<file path="config.mk">
export PLATFORM = sky130hd
export DESIGN_NAME = win_scan_ctrl
export DESIGN_NICKNAME = d
export VERILOG_FILES = /design/src/rtl/wsc_pkg.sv /design/src/rtl/wsc_pos_gen.sv /design/src/rtl/wsc_pix_gen.sv /design/src/rtl/wsc_marker.sv /design/src/rtl/win_scan_ctrl.sv
export SDC_FILE = /design/constraint.sdc
export NUM_CORES = 1
export LEC_CHECK = 0
export BUFFER_PORTS_ARGS = -buffer_cell sky130_fd_sc_hd__buf_2
export CAP_MARGIN = 20
export CORE_MARGIN = 2
export CORE_UTILIZATION = 40
export DETAILED_ROUTE_END_ITERATION = 8
export PLACE_DENSITY = 0.65
export SLEW_MARGIN = 20
export SYNTH_ARGS = -nofsm -noshare
export SYNTH_HDL_FRONTEND = slang
export SYNTH_SLANG_ARGS = --single-unit
</file>
<file path="constraint.sdc">
create_clock -name clk -period 7.1 [get_ports clk]
set_input_delay 2.13 -clock clk [delete_from_list [all_inputs] [get_ports clk]]
set_output_delay 2.13 -clock clk [all_outputs]
set_load 0.05 [all_outputs]
</file>
<file path="src/rtl/wsc_pkg.sv">
package wsc_pkg;
  typedef enum logic [3:0] {
    ST_IDLE,
    ST_LOAD,
    ST_RD,
    ST_CAP,
    ST_OUT,
    ST_WAIT,
    ST_MARK,
    ST_NEXT,
    ST_DONE
  } scan_state_t;
endpackage

</file>
<file path="src/rtl/wsc_pos_gen.sv">
module wsc_pos_gen #(
  parameter int IMG_W  = 34,
  parameter int IMG_H  = 29,
  parameter int WIN    = 20,
  parameter int STRIDE = 4,
  parameter int OFF_W  = 10
) (
  input  logic             clk,
  input  logic             rst,
  input  logic             init,
  input  logic             adv,
  output logic [OFF_W-1:0] win_off,
  output logic             last
);
  localparam int NCOL = (IMG_W - WIN) / STRIDE + 1;
  localparam int NROW = (IMG_H - WIN) / STRIDE + 1;
  localparam int CW   = (NCOL > 1) ? $clog2(NCOL) : 1;
  localparam int RW   = (NROW > 1) ? $clog2(NROW) : 1;

  logic [CW-1:0]    col_idx;
  logic [RW-1:0]    row_idx;
  logic [OFF_W-1:0] row_off;

  wire col_end = (col_idx == CW'(NCOL - 1));
  assign last = col_end && (row_idx == RW'(NROW - 1));

  always_ff @(posedge clk) begin
    if (rst || init) begin
      col_idx <= '0;
      row_idx <= '0;
      row_off <= '0;
      win_off <= '0;
    end else if (adv) begin
      if (col_end) begin
        col_idx <= '0;
        row_idx <= row_idx + 1'b1;
        row_off <= row_off + OFF_W'(STRIDE * IMG_W);
        win_off <= row_off + OFF_W'(STRIDE * IMG_W);
      end else begin
        col_idx <= col_idx + 1'b1;
        win_off <= win_off + OFF_W'(STRIDE);
      end
    end
  end

  // Window must lie fully inside the frame
  assert_win_in_frame_R3: assert property (@(posedge clk) disable iff (rst)
    ((int'(win_off) % IMG_W) + WIN <= IMG_W) &&
    ((int'(win_off) / IMG_W) + WIN <= IMG_H));

  assert_adv_not_last_R3: assert property (@(posedge clk) disable iff (rst)
    adv |-> !last);
endmodule

</file>
<file path="src/rtl/wsc_pix_gen.sv">
module wsc_pix_gen #(
  parameter int IMG_W   = 34,
  parameter int WIN     = 20,
  parameter int ADDR_W  = 11,
  parameter int OFF_W   = 10,
  parameter int RD_BASE = 64
) (
  input  logic              clk,
  input  logic              rst,
  input  logic              load,
  input  logic              step,
  input  logic [OFF_W-1:0]  win_off,
  output logic [ADDR_W-1:0] rd_addr,
  output logic              last
);
  localparam int RCW = $clog2(WIN);

  logic [RCW-1:0] r_cnt;
  logic [RCW-1:0] c_cnt;

  wire row_end = (c_cnt == RCW'(WIN - 1));
  assign last = row_end && (r_cnt == RCW'(WIN - 1));

  always_ff @(posedge clk) begin
    if (rst) begin
      r_cnt   <= '0;
      c_cnt   <= '0;
      rd_addr <= '0;
    end else if (load) begin
      r_cnt   <= '0;
      c_cnt   <= '0;
      rd_addr <= ADDR_W'(RD_BASE) + ADDR_W'(win_off);
    end else if (step) begin
      if (row_end) begin
        c_cnt   <= '0;
        r_cnt   <= r_cnt + 1'b1;
        rd_addr <= rd_addr + ADDR_W'(IMG_W - WIN + 1);
      end else begin
        c_cnt   <= c_cnt + 1'b1;
        rd_addr <= rd_addr + 1'b1;
      end
    end
  end

  // The controller never steps past the final pixel
  assert_step_in_window_R2: assert property (@(posedge clk) disable iff (rst)
    step |-> !last);
endmodule

</file>
<file path="src/rtl/wsc_marker.sv">
module wsc_marker #(
  parameter int IMG_W   = 34,
  parameter int WIN     = 20,
  parameter int ARM     = 2,
  parameter int ADDR_W  = 11,
  parameter int OFF_W   = 10,
  parameter int WR_BASE = 100,
  parameter int PIX_W   = 8
) (
  input  logic              clk,
  input  logic              rst,
  input  logic              start,
  input  logic [OFF_W-1:0]  win_off,
  output logic              wr_en,
  output logic [ADDR_W-1:0] wr_addr,
  output logic [PIX_W-1:0]  wr_data,
  output logic              fin
);
  localparam int CEN = (WIN / 2) * IMG_W + (WIN / 2);
  localparam int H0  = CEN - ARM;
  localparam int V0  = CEN - ARM * IMG_W;
  localparam int NW  = 4 * ARM + 1;
  localparam int KW  = $clog2(NW);

  logic          busy;
  logic [KW-1:0] k;
  logic [ADDR_W-1:0] next_addr;

  assign wr_data = {PIX_W{1'b1}};
  assign fin     = busy && (k == KW'(NW - 1));

  always_comb begin
    if (int'(k) < 2 * ARM)
      next_addr = wr_addr + 1'b1;
    else if (int'(k) == 2 * ARM)
      next_addr = ADDR_W'(WR_BASE) + ADDR_W'(win_off) + ADDR_W'(V0);
    else if (int'(k) == 3 * ARM)
      next_addr = wr_addr + ADDR_W'(2 * IMG_W);
    else
      next_addr = wr_addr + ADDR_W'(IMG_W);
  end

  always_ff @(posedge clk) begin
    if (rst) begin
      busy    <= 1'b0;
      wr_en   <= 1'b0;
      k       <= '0;
      wr_addr <= '0;
    end else if (start) begin
      busy    <= 1'b1;
      wr_en   <= 1'b1;
      k       <= '0;
      wr_addr <= ADDR_W'(WR_BASE) + ADDR_W'(win_off) + ADDR_W'(H0);
    end else if (busy) begin
      if (fin) begin
        busy  <= 1'b0;
        wr_en <= 1'b0;
      end else begin
        k       <= k + 1'b1;
        wr_addr <= next_addr;
      end
    end
  end

  // A new marker may only start once the previous one is finished
  assert_start_idle_R6: assert property (@(posedge clk) disable iff (rst)
    start |-> !busy);
endmodule

</file>
<file path="src/rtl/win_scan_ctrl.sv">
module win_scan_ctrl
  import wsc_pkg::*;
#(
  parameter int IMG_W   = 34,
  parameter int IMG_H   = 29,
  parameter int WIN     = 20,
  parameter int STRIDE  = 4,
  parameter int ARM     = 2,
  parameter int PIX_W   = 8,
  parameter int ADDR_W  = 11,
  parameter int RD_BASE = 64,
  parameter int WR_BASE = 100
) (
  input  logic              clk,
  input  logic              rst,
  input  logic              start,
  output logic              rd_en,
  output logic [ADDR_W-1:0] rd_addr,
  input  logic [PIX_W-1:0]  rd_data,
  output logic              pix_valid,
  input  logic              pix_ready,
  output logic [PIX_W-1:0]  pix_data,
  output logic              pix_last,
  input  logic              res_valid,
  output logic              res_ready,
  input  logic              res_hit,
  output logic              wr_en,
  output logic [ADDR_W-1:0] wr_addr,
  output logic [PIX_W-1:0]  wr_data,
  output logic              done
);
  localparam int OFF_W = $clog2(IMG_W * IMG_H);

  scan_state_t state, state_n;

  logic [OFF_W-1:0] win_off;
  logic pos_last, pix_end, mk_fin;
  logic pos_init, pos_adv, pg_load, pg_step, mk_start;

  always_comb begin
    state_n  = state;
    pos_init = 1'b0;
    pos_adv  = 1'b0;
    pg_load  = 1'b0;
    pg_step  = 1'b0;
    mk_start = 1'b0;
    unique case (state)
      ST_IDLE, ST_DONE: if (start) begin
        pos_init = 1'b1;
        state_n  = ST_LOAD;
      end
      ST_LOAD: begin
        pg_load = 1'b1;
        state_n = ST_RD;
      end
      ST_RD:  state_n = ST_CAP;
      ST_CAP: state_n = ST_OUT;
      ST_OUT: if (pix_ready) begin
        if (pix_end) state_n = ST_WAIT;
        else begin
          pg_step = 1'b1;
          state_n = ST_RD;
        end
      end
      ST_WAIT: if (res_valid) begin
        if (res_hit) begin
          mk_start = 1'b1;
          state_n  = ST_MARK;
        end else state_n = ST_NEXT;
      end
      ST_MARK: if (mk_fin) state_n = ST_NEXT;
      ST_NEXT: if (pos_last) state_n = ST_DONE;
      else begin
        pos_adv = 1'b1;
        state_n = ST_LOAD;
      end
      default: state_n = ST_IDLE;
    endcase
  end

  always_ff @(posedge clk) begin
    if (rst) begin
      state     <= ST_IDLE;
      rd_en     <= 1'b0;
      pix_valid <= 1'b0;
      pix_last  <= 1'b0;
      res_ready <= 1'b0;
      done      <= 1'b0;
      pix_data  <= '0;
    end else begin
      state     <= state_n;
      rd_en     <= (state_n == ST_RD);
      pix_valid <= (state_n == ST_OUT);
      pix_last  <= (state_n == ST_OUT) && pix_end;
      res_ready <= (state_n == ST_WAIT);
      done      <= (state_n == ST_DONE);
      if (state == ST_CAP) pix_data <= rd_data;
    end
  end

  wsc_pos_gen #(
    .IMG_W(IMG_W), .IMG_H(IMG_H), .WIN(WIN), .STRIDE(STRIDE), .OFF_W(OFF_W)
  ) u_pos (
    .clk(clk), .rst(rst), .init(pos_init), .adv(pos_adv),
    .win_off(win_off), .last(pos_last)
  );

  wsc_pix_gen #(
    .IMG_W(IMG_W), .WIN(WIN), .ADDR_W(ADDR_W), .OFF_W(OFF_W), .RD_BASE(RD_BASE)
  ) u_pix (
    .clk(clk), .rst(rst), .load(pg_load), .step(pg_step),
    .win_off(win_off), .rd_addr(rd_addr), .last(pix_end)
  );

  wsc_marker #(
    .IMG_W(IMG_W), .WIN(WIN), .ARM(ARM), .ADDR_W(ADDR_W), .OFF_W(OFF_W),
    .WR_BASE(WR_BASE), .PIX_W(PIX_W)
  ) u_mark (
    .clk(clk), .rst(rst), .start(mk_start), .win_off(win_off),
    .wr_en(wr_en), .wr_addr(wr_addr), .wr_data(wr_data), .fin(mk_fin)
  );

  assert_rd_wr_excl_R8: assert property (@(posedge clk) disable iff (rst)
    !(rd_en && wr_en));

  assert_rd_pulse_R8: assert property (@(posedge clk) disable iff (rst)
    rd_en |=> !rd_en);

  assert_pix_hold_R4: assert property (@(posedge clk) disable iff (rst)
    (pix_valid && !pix_ready) |=> (pix_valid && $stable(pix_data) && $stable(pix_last)));

  assert_no_pix_wait_R5: assert property (@(posedge clk) disable iff (rst)
    res_ready |-> !pix_valid);

  assert_done_quiet_R9: assert property (@(posedge clk) disable iff (rst)
    done |-> (!rd_en && !wr_en && !pix_valid && !res_ready));
endmodule

</file>
==> impl_results.rst <==
.. list-table::
   :header-rows: 1

   * - Metric
     - Value
   * - Run status
     - finished, final reports clean
   * - Final worst-path cycle share
     - 52.0%
   * - Y dimension of the die
     - 115 um
   * - Maximum clock insertion buffer count
     - 2
   * - Post-Route WL
     - around 12000 um
   * - Deepest level of the CTS H-tree
     - 3
   * - Worst-skew pair later-pin latency
     - between 0.3 and 0.4 ns
   * - Post-route DRC violation count
     - 0
   * - Final hold viol count
     - 0
   * - Highest net fanout along the worst path
     - 32
   * - Worst slew slack as a fraction of its limit
     - 44.7%
   * - CTS root buffer
     - clkbuf_16
   * - Area post-placement
     - 0.00523 mm^2
   * - Post-layout total power
     - 1.10 mW
   * - Final count of pins violating max slew
     - 0
   * - Average wire length per cell after detail routing
     - 15.0 um
   * - Row Count
     - 40
   * - Pre-antenna DRT Iters
     - 5
   * - Wire length of the first global-routing pass
     - 20500 um
   * - Critical path class
     - input port to flip-flop
   * - Setup violations, final
     - 0
   * - Layout cell share with drive strength beyond 1
     - 13.1%
   * - Post-layout worst setup margin
     - 3.41 ns
   * - Post-synthesis sequential area ratio
     - 29.9%
   * - DR vias
     - 4528
   * - Library cells used by synthesis
     - 76
   * - Top cells by count, synth
     - nor2_1, dfxtp_1, nand2_1
   * - Number of enable flip-flop cells after synthesis
     - 0
   * - Tightest Hold Check Type
     - flip-flop to flip-flop
   * - Kind of launch point of the worst setup path
     - input port
   * - Clk slew on worst S/H paths
     - approximately 0.060 ns
   * - Worst hold margin
     - approximately 0.45 ns
   * - Number of max-cap violations
     - 0
   * - Post-placement worst setup slack
     - between 3 and 4 ns
   * - Overall routing resource usage
     - 19.4%
   * - Starting density of the core
     - 41.1%
   * - Utilization after layout
     - 45.8%
   * - Maximum operating frequency
     - approximately 270 MHz
   * - Layout fillers
     - 1210
   * - Starting DRT DRC Count
     - 379
   * - Cell type contributing the most total cell area after synthesis
     - dfxtp_1
   * - Remaining global-route overflow
     - 0
   * - Dominant register cell in the synthesized netlist
     - dfxtp_1
   * - Largest cells by area after synthesis
     - dfxtp_1, nor2_1, xnor2_1
   * - Worst slew pin tran
     - between 0.8 and 0.9 ns
   * - Floorplan die width
     - 115 um
   * - Number of vias per cell after detailed routing
     - roughly 5.5
   * - Seq cells post-synth
     - 74
   * - Largest clock skew in the final design
     - 0.00910 ns
   * - Worst IR drop on VDD
     - ~0.15 mV
   * - Gate Count Post-Synth
     - between 600 and 700
   * - Nature of the critical path endpoint
     - flip-flop
   * - Clk sink count
     - 74
   * - Layout Area Growth over Synthesis
     - 11.3%
   * - DRT antenna net count
     - 0
   * - Post-synth top area share
     - between 20 and 30%
   * - Pwr per Cell Area
     - slightly below 200 mW/mm^2
   * - Count of warnings emitted by yosys
     - 0
   * - DIE AREA
     - 0.0133 mm^2
   * - Worst path arrival time
     - 3.91 ns
   * - Fin cells
     - 816
   * - Total inserted antenna cells
     - 0
   * - Total number of nets in the final design
     - 678
   * - Weighted congestion at the end of routability-driven global placement
     - 0.855
   * - Num CTS Buffers
     - 9
   * - Synthesized area per cell
     - 7.98 um^2
   * - Number of hold buffers added after cts
     - 0
   * - Final HPWL DP
     - ~9000 um
   * - Leakage power figure
     - 2.09 nW
   * - Sum Neg Setup Slack
     - 0 ns
   * - Vias in the first global route
     - 4277
   * - Setup repair after global routing missed its margin
     - false
   * - Most instantiated library cell after synthesis
     - nor2_1
   * - Netlist area before placement
     - between 0.004 and 0.005 mm^2
   * - Core ar.
     - 0.0121 mm^2
   * - Clock period minus final worst setup slack
     - about 3.7 ns
   * - Largest net degree at the start of global routing
     - 33
   * - Design area
     - 0.00552 mm^2
   * - TritonCTS clock tree
     - done
   * - Fraction of synthesis flops using an asynchronous set or reset pin
     - 0%
   * - Number of cells upsized or downsized after cts
     - 0
   * - Antenna violations before repair
     - 0
   * - # placed instances
     - 801
   * - Setup repair bufs after CTS
     - 0
   * - Port bufs
     - 49
   * - I/O pin cnt
     - 58
   * - Required arrival time at the worst endpoint
     - 7.31 ns
==> cell families after synthesis <==
family / count (synthesis) / synth area share [%]
flops: 74 / 29.9
fa+ha+maj: 20 / 5.20
xor+xnor: 55 / 10.0
simple gates: 234 / 23.7
compound gates: 155 / 21.8
other cells: 1 / 0.0756
mux: 15 / 3.05
buf+inv: 67 / 6.28
==> critical path, cell delays in order <==
cell      delay (ns)
buf_2           0.51
clkinv_1        0.43
nand2_1         0.59
a31oi_1         0.08
nand2_1         0.11
a21oi_1         0.04
==> cell usage in the layout, fill, tap and decap left out, types with 9 or more instances in the layout <==
cell / n
nand3_1: 17
nand2_1: 51
o21ai_0: 26
inv_1: 20
xor2_1: 21
dfxtp_1: 74
nand4_1: 10
and3_1: 9
buf_2: 49
o22ai_1: 10
a21oi_1: 43
xnor2_1: 32
nor2_1: 79
mux2i_1: 14
a211oi_1: 12
nor3_1: 14
clkbuf_16: 9
ha_1: 19
==> power by group <==
| group | total [mW] | switching, mW | internal, mW |
|---|---|---|---|
| Combinational | 0.184 | 0.130 | 0.0535 |
| Clock | 0.457 | 0.177 | 0.280 |
| Sequential | 0.457 | 0.0235 | 0.434 |
| Total | 1.10 | 0.331 | 0.767 |
==> final timing paths <==
path                                       start                end  slack, ns  depth (start not counted)
worst max register to register  u_pos.win_off[2]  u_mark.wr_addr[8]       3.89                          8
worst min register to register  u_pos.row_idx[0]   u_pos.row_idx[0]       0.45                          2
worst max-delay path                         rst   u_pos.win_off[4]       3.41                          6
worst min-delay path            u_pos.row_idx[0]   u_pos.row_idx[0]       0.45                          2
==> registers in the layout (all words and copies together) (netlist names), 2 cells and up <==
register	flops
pix_data	8
state	4
u_mark.k	4
u_mark.wr_addr	11
u_pix.c_cnt	5
u_pix.r_cnt	5
u_pix.rd_addr	11
u_pos.col_idx	2
u_pos.row_idx	2
u_pos.row_off	7
u_pos.win_off	8
==> final cells by class <==
cell class	instances	area, um^2	share of cell area [%]
Clock buffer	11	243	4.40
Timing Repair Buffer	50	253	4.58
Tap cell	168	210	3.81
Multi-Input combinational cell	487	3200	57.9
Clock inverter	4	51.3	0.929
Inverter	22	82.6	1.50
Sequential cell	74	1480	26.8
==> layer usage <==
layer	wire (um)	vias to the layer above	share of wire (%)	track usage, %
li1	-	2241	-	-
met1	5650	2127	46	25.3
met2	5620	140	46	30.7
met3	656	20	5.4	3.80
met4	280	0	2.3	9.16
met5	0	-	0	0
(Power assumes the default switching activity.)
